**config.mk**
```make
export PLATFORM = sky130hd
export DESIGN_NAME = euler_slave_chain
export DESIGN_NICKNAME = d
export VERILOG_FILES = /design/src/rtl/esc_pkg.sv /design/src/rtl/esc_update.sv /design/src/rtl/esc_threshold.sv /design/src/rtl/esc_stage.sv /design/src/rtl/euler_slave_chain.sv
export SDC_FILE = /design/constraint.sdc
export NUM_CORES = 1
export LEC_CHECK = 0
export ABC_AREA = 1
export BUFFER_PORTS_ARGS = -buffer_cell sky130_fd_sc_hd__buf_2
export CAP_MARGIN = 0
export CORE_MARGIN = 5
export CORE_UTILIZATION = 59
export CTS_CLUSTER_DIAMETER = 80
export DETAILED_ROUTE_END_ITERATION = 16
export GPL_TIMING_DRIVEN = 0
export PLACE_DENSITY = 0.78
export SETUP_SLACK_MARGIN = 0.02
export SYNTH_ARGS = -nofsm -noshare
export SYNTH_HDL_FRONTEND = slang
export SYNTH_SLANG_ARGS = --single-unit
```
**constraint.sdc**
```tcl
create_clock -name clk -period 3 [get_ports clk]
set_clock_uncertainty 0.05 [all_clocks]
set_input_delay 0.6 -clock clk [delete_from_list [all_inputs] [get_ports clk]]
set_output_delay 0.6 -clock clk [all_outputs]
set_load 0.02 [all_outputs]
```
**src/rtl/esc_pkg.sv**
```systemverilog
// Shared definitions for the Euler follower chain.
// Assumes: the one-bit drive encoding is common to all stages.
package esc_pkg;
    // Meaning of a one-bit drive or sign value
    typedef enum logic {
        DRV_NEG = 1'b0,   // stands for -2
        DRV_POS = 1'b1    // stands for +2
    } drive_e;
endpackage

```
**src/rtl/esc_update.sv**
```systemverilog
// Next-state arithmetic of one Euler stage:
//   nxt = sat(x - floor(x / 2^SHIFT) +/- 2^(FRAC+1-SHIFT))
// Assumes: x is signed two's complement with FRAC fraction bits.
// The arithmetic right shift gives the floor division by 2^SHIFT.
module esc_update #(
    parameter int W     = 16,
    parameter int FRAC  = 12,
    parameter int SHIFT = 3
) (
    input  logic signed [W-1:0] x,
    input  logic                drive,
    output logic signed [W-1:0] nxt
);
    localparam int EW = W + 2;
    localparam logic signed [EW-1:0] STEP_E = EW'(1) <<< (FRAC + 1 - SHIFT);
    localparam logic signed [EW-1:0] MAX_E  = EW'((2 ** (W - 1)) - 1);
    localparam logic signed [EW-1:0] MIN_E  = -MAX_E - EW'(1);

    logic signed [EW-1:0] x_e;
    logic signed [EW-1:0] leak_e;
    logic signed [EW-1:0] sum_e;

    // Leaky accumulation in a widened word, then clamp to W bits
    always_comb begin
        x_e    = EW'(x);
        leak_e = x_e >>> SHIFT;
        sum_e  = x_e - leak_e + (drive ? STEP_E : -STEP_E);
        if (sum_e > MAX_E)
            nxt = MAX_E[W-1:0];
        else if (sum_e < MIN_E)
            nxt = MIN_E[W-1:0];
        else
            nxt = sum_e[W-1:0];
    end
endmodule

```
**src/rtl/esc_threshold.sv**
```systemverilog
// Binary nonlinearity: 1 (+2) when the state is at or above THRESH, else 0 (-2).
// Assumes: THRESH fits the signed W-bit state range.
module esc_threshold #(
    parameter int W      = 16,
    parameter int THRESH = 0
) (
    input  logic signed [W-1:0] x,
    output logic                sign_o
);
    import esc_pkg::*;
    localparam logic signed [W-1:0] THR_W = W'(THRESH);

    drive_e lvl;

    // Compare the state against the threshold
    always_comb begin
        lvl    = (x >= THR_W) ? DRV_POS : DRV_NEG;
        sign_o = logic'(lvl);
    end
endmodule

```
**src/rtl/esc_stage.sv**
```systemverilog
// One follower stage: state register, Euler update and threshold.
// Assumes: synchronous active-low reset; the update happens only on sample_en.
module esc_stage #(
    parameter int W      = 16,
    parameter int FRAC   = 12,
    parameter int SHIFT  = 3,
    parameter int THRESH = 0
) (
    input  logic clk,
    input  logic rst_n,
    input  logic sample_en,
    input  logic drive,
    output logic sign_o
);
    localparam logic signed [W-1:0] BOUND_W = W'(2 ** (FRAC + 1));

    logic signed [W-1:0] x_q;
    logic signed [W-1:0] x_nxt;

    esc_update #(.W(W), .FRAC(FRAC), .SHIFT(SHIFT)) u_upd (
        .x     (x_q),
        .drive (drive),
        .nxt   (x_nxt)
    );

    esc_threshold #(.W(W), .THRESH(THRESH)) u_thr (
        .x      (x_q),
        .sign_o (sign_o)
    );

    // State register: cleared by reset, advanced on sampling instants
    always_ff @(posedge clk) begin
        if (!rst_n)
            x_q <= '0;
        else if (sample_en)
            x_q <= x_nxt;
    end

    AST_RESET_CLEARS: assert property (@(posedge clk) !rst_n |=> x_q == '0);
    AST_HOLD_IDLE: assert property (@(posedge clk) disable iff (!rst_n)
        !sample_en |=> $stable(x_q));
    AST_POS_NO_FALL: assert property (@(posedge clk) disable iff (!rst_n)
        (sample_en && drive) |=> (x_q >= $past(x_q)));
    AST_NEG_NO_RISE: assert property (@(posedge clk) disable iff (!rst_n)
        (sample_en && !drive) |=> (x_q <= $past(x_q)));
    AST_STATE_BOUNDED: assert property (@(posedge clk) disable iff (!rst_n)
        (x_q <= BOUND_W) && (x_q >= -BOUND_W));
endmodule

```
**src/rtl/euler_slave_chain.sv**
```systemverilog
// Cascade of STAGES Euler follower stages. Stage 0 is driven by the sampled
// master drive; stage n by the sign of stage n-1. Only signs leave the block.
// Assumes: drive_in is already synchronous to clk and to the master delay line.
module euler_slave_chain #(
    parameter int STAGES = 3,
    parameter int W      = 16,
    parameter int FRAC   = 12,
    parameter int SHIFT  = 3,
    parameter int THRESH = 0
) (
    input  logic              clk,
    input  logic              rst_n,
    input  logic              sample_en,
    input  logic              drive_in,
    output logic [STAGES-1:0] stage_sign
);
    logic [STAGES:0] drv_link;

    // Entry of the cascade is the master drive
    always_comb drv_link[0] = drive_in;

    for (genvar n = 0; n < STAGES; n++) begin : g_stage
        esc_stage #(
            .W(W), .FRAC(FRAC), .SHIFT(SHIFT), .THRESH(THRESH)
        ) u_stage (
            .clk       (clk),
            .rst_n     (rst_n),
            .sample_en (sample_en),
            .drive     (drv_link[n]),
            .sign_o    (drv_link[n+1])
        );
    end

    // Export the stage signs
    always_comb stage_sign = drv_link[STAGES:1];

    AST_SIGN_HOLD: assert property (@(posedge clk) disable iff (!rst_n)
        !sample_en |=> $stable(stage_sign));
    AST_RESET_SIGNS: assert property (@(posedge clk)
        !rst_n |=> stage_sign == {STAGES{1'b1}});
endmodule

```
Word-level counts from Yosys, hierarchy flattened
Index checks and enable logic that the tools add are counted.
Widths: inputs -> output; s select.

operators by class
  $add $sub $neg = 6
  magnitude comparators = 9
  muxes and demuxes = 12

operators with widths
  kind                  number
  $mux 16               6
  $add 17x18->18        3
  $gt 18x16->1 const B  3
  $lt 18x16->1 const B  3
  $mux 18               3
  $sub 16x13->17        3
  $ge 16x1->1 const B   3
  $mux 1                3

word-level totals
  register bits = 48
  bits of input ports = 4
  output and inout port bits = 3
  logic and storage cells = 30

Longest topological paths before layout
  word-level depth = 7
  mapped depth = 19
  gate-level depth less buffers = 18

Cells and area by module
From an unflattened synthesis, not the netlist that was laid out.

second synthesis, totals
  cell total of the unflattened synthesis = 1028
  area, all modules = 6421.2 µm²

by module, submodules not included
  module                                 times used  cells each  area an instance (µm²)  sequential area each (µm²)
  esc_stage                              3           101         674.4                   320.3
  esc_update (g_stage[1].u_stage.u_upd)  1           239         1487.7                  0.0
  esc_update (g_stage[2].u_stage.u_upd)  1           239         1451.4                  0.0
  esc_update (g_stage[0].u_stage.u_upd)  1           244         1447.6                  0.0
  esc_threshold                          3           1           3.8                     0.0

Worst setup path before layout
No wires, ideal clock.

  path kind = input-to-reg
  from = input drive_in
  to = register g_stage[0].u_stage.x_q[12]
  setup time = 0.122 ns
  arrival time = 2.703 ns
  required time = 2.828 ns
  setup slack = 0.125 ns
  cell stages on the path = 14
  buffers on the path = 1
  cell sequence = inv_1 > fa_1 > ha_1 > nand2_2 > inv_2 > a21oi_2 > nor2_1 > nor2_1 > nand3_1 > nand2_2 > inv_2 > a21oi_4 > buf_8 > a21oi_2

between the ends
  cells in the longest elaborated chain, start to end = 5
  elaborated cells between the ends (all ways) = 6
  classes of those cells = 1 x add/sub; 2 x order compare; 3 x mux

RTL lines
  what                  RTL line                 text
  start, declared       euler_slave_chain.sv:14  input logic drive_in,
  $mux 18 (*)           esc_update.sv:27         sum_e = x_e - leak_e + (drive ? STEP_E : -STEP_E);
  $add 17x18->18 (*)    esc_update.sv:27
  $lt 18x16->1          esc_update.sv:30         else if (sum_e < MIN_E)
  $mux 16               esc_update.sv:30
  $mux 16 (*)           esc_update.sv:28         if (sum_e > MAX_E)
  end signal, assigned  esc_stage.sv:36          x_q <= x_nxt;
  end, declared         esc_stage.sv:17          logic signed [W-1:0] x_q;

Mark *: on every way between the ends. The rest lies on a longest branch, timed or not.
A chain may end at the register's enable or synchronous reset.

Final worst setup path
  from = register g_stage[0].u_stage.x_q[15]
  to = register g_stage[0].u_stage.x_q[11]

between the ends
  cells in the longest elaborated chain, start to end = 5
  elaborated cells between the ends (all ways) = 6
  classes of those cells = 2 x add/sub; 2 x order compare; 2 x mux

RTL lines
  what                RTL line
  $sub 16x13->17 (*)  esc_update.sv:27
  $add 17x18->18 (*)  esc_update.sv:27
  $lt 18x16->1        esc_update.sv:30
  $mux 16             esc_update.sv:30
  $mux 16 (*)         esc_update.sv:28

Marked as above.

==> results.cfg <==
[run_status]
status = complete, no violations

[final_layout]
n_antenna_cell = 0
top_register = g_stage.u_stage.x_q
largest_register_ff_count = 48
reg_top3 = g_stage.u_stage.x_q (48)
drive_gt1_share_pct = 17.7
area_delta_synth_final_pct = 10.7
nets = 998

[routing]
viasPerCell = 5.21
wl_per_cell_um = 12.7
num_vias = 5364
drt_pre_antenna_iters = 5
wl_um = 13000
drc = 0
drt_iter0_markers = 298
ant_nets = 0

[timing]
hold_violations = 0
finalCriticalPeriod_ns = 2.92
tightest_slew_ns = 0.495
holdWs_ns = 0.424
setup_viol = 0
fmax_mhz = 343
rsz0062_at_grt = true
fin_crit_sh_pct = 97.2
final-max-slew-violation-count = 0
slew_headroom_pct = 67.0

[grt]
grtUsageTotal_pct = 22.5
grt_pass1_wl_um = 21800
grt_max_degree = 16
grt_antenna_before_repair = 0
grt.overflow.total = 0
grt_pass1_vias = 4951

[placed_design]
port_buffers = 4
hpwlAfterDp_um = 10200
gp_congestion = 0.903

[floorplan]
std_cell_rows = 36
io_pins = 7
die-area_um2 = 11900
core_area_um2 = 9680
fp.dieW_um = 109
initial_core_util_pct = 59.8
fp.dieH_um = 109

[yosys]
netlist_top_cells_area = ha_1 20%, dfxtp_1 17%, nand2_1 16%
synth_edf_count = 0
yosys_register_bits = 48
synth_top_cell_by_area = ha_1
synthArstFlopShare_pct = 0
synthFlopType = dfxtp_1
yosys.cell_count.top_type = nand2_1
ys_seq_area_share_pct = 16.6
syn_nets = 976
ys_top_cells_by_count = 251 x nand2_1, 133 x inv_1, 91 x ha_1
mappedNetlistArea_um2 = 5790
synth_area_per_cell_um2 = 6.63
synth.distinct_cells = 37
synth_cells = 874
synth_top_area_share_pct = 19.7
yosys_warnings = 0

[min_path]
hp-class = reg2reg
holdPathStages = 2
timing.hold.worst_endpoint = g_stage[1].u_stage.x_q[0]
holdCritStartpoint = g_stage[1].u_stage.x_q[0]

[setup_path]
reg2reg_from = g_stage[0].u_stage.x_q[15]
regToRegEndpoint = g_stage[0].u_stage.x_q[11]
crit_path_top_delay_cell = fa_1
startpoint_type = flop
cp.arrival_ns = 3.08
crit_path_end_kind = flop
r2r_cells = 15
crit_type = reg2reg
path_cells = buf_12 > clkinvlp_4 > fa_1 > ha_4 > nand2_4 > inv_4 > a21oi_4 > nor2_1 > nor2_1 > nand3_1 > nand2_4 > inv_4 > a21oi_4 > clkbuf_16 > a21oi_2
slowest_delay_ns = 0.61
required_ns = 3.16
rrSetupSlack_ns = 0.08
critPathMaxFanout = 6

[cts]
clockBufferDepth = 2
numCtsBuffers = 5
insertion_delay_ns = 0.32
cts_tree = built
clock-sinks = 48
clockRootBuffer = clkbuf_8
clk_pin_slew_ns = 0.10
cts_max_level = 2

[run]
cap_violations = 0
## per-stage QoR
step | worst slack [ns] | instances | util, % | area (um^2) | TNS [ns]
after floorplan | 0.125 | 874 | - | 5790 | 0
after global placement | -0.386 | 1011 | 61.7 | 5980 | -7.44
after detailed placement | -0.441 | 1011 | 61.7 | 5980 | -9.19
after CTS | 0.0433 | 1019 | 63.1 | 6110 | 0
after global routing | -0.0342 | 1030 | 66.2 | 6410 | -0.250
final | 0.0841 | 1030 | 66.2 | 6410 | 0
## worst max-delay path: cells and delay by family (launching register included)
| kind | cells | cell delay [ns] |
|---|---|---|
| buffers and inverters | 5 | 0.60 |
| adder cells (fa/ha/maj) | 2 | 0.84 |
| AO/OA/AOI/OAI | 3 | 0.40 |
| AND/OR/NAND/NOR | 5 | 0.54 |
| flip-flops | 1 | 0.37 |
## per-layer routing
layer / up-vias / part of all wire, % / track usage (%)
met1: 2440 / 48 / 29.3
met5: - / 0 / 0
met3: 21 / 2.8 / 2.43
met2: 85 / 47 / 39.2
met4: 0 / 1.9 / 6.13
li1: 2818 / - / -
## area by class of cell
| class | instances | area [um^2] |
|---|---|---|
| buffer | 22 | 169 |
| clock buffer | 6 | 82.6 |
| clock inverter | 2 | 15.0 |
| fill | 866 | 3270 |
| inverter | 144 | 553 |
| multi-input combinational | 659 | 4310 |
| sequential | 48 | 966 |
| tap | 133 | 166 |
| timing repair buffer | 16 | 145 |
## layout by cell type, fill, tap and decap left out, types with 34 or more instances in the layout
master and count:
nand3_1 34, nor2_1 37, inv_1 131, nand2_1 247, nand2_2 37, dfxtp_1 46, o21ai_0 40, a21oi_2 43
ha_1 83, a21oi_1 39
## worst max-delay path by stage
| stage | from | to | slack, ns | cells past startpoint |
|---|---|---|---|---|
| after floorplan | drive_in | g_stage[0].u_stage.x_q[12] | 0.13 | 14 |
| after global placement | g_stage[0].u_stage.x_q[15] | g_stage[0].u_stage.x_q[4] | -0.39 | 15 |
| after detailed placement | g_stage[0].u_stage.x_q[15] | g_stage[0].u_stage.x_q[7] | -0.44 | 13 |
| after CTS | g_stage[0].u_stage.x_q[15] | g_stage[0].u_stage.x_q[12] | 0.04 | 15 |
| after global routing | drive_in | g_stage[0].u_stage.x_q[11] | -0.03 | 17 |
| final | g_stage[0].u_stage.x_q[15] | g_stage[0].u_stage.x_q[11] | 0.08 | 15 |
## cells by family after synthesis
kind of cell / after synthesis / share of synthesized area, %
AO/OA/AOI/OAI: 137 / 14.7
XOR/XNOR: 36 / 5.45
flip-flops: 48 / 16.6
buffers and inverters: 167 / 12.0
adder cells (fa/ha/maj): 98 / 22.1
AND/OR/NAND/NOR: 388 / 29.1
## timing repair
item / in CTS / in global routing
buffers inserted: 1 / 9
pin swaps: 0 / 15
endpoints found under the hold margin: 0 / 0
resized for setup: 9 / 37
hold buffers: 0 / 0
cloned: 0 / 2
endpoints found under the setup margin: 41 / 45
Power is left out: the tool's default activity adds up to more than one toggle a clock period on the data nets, which glitch-free logic cannot reach.
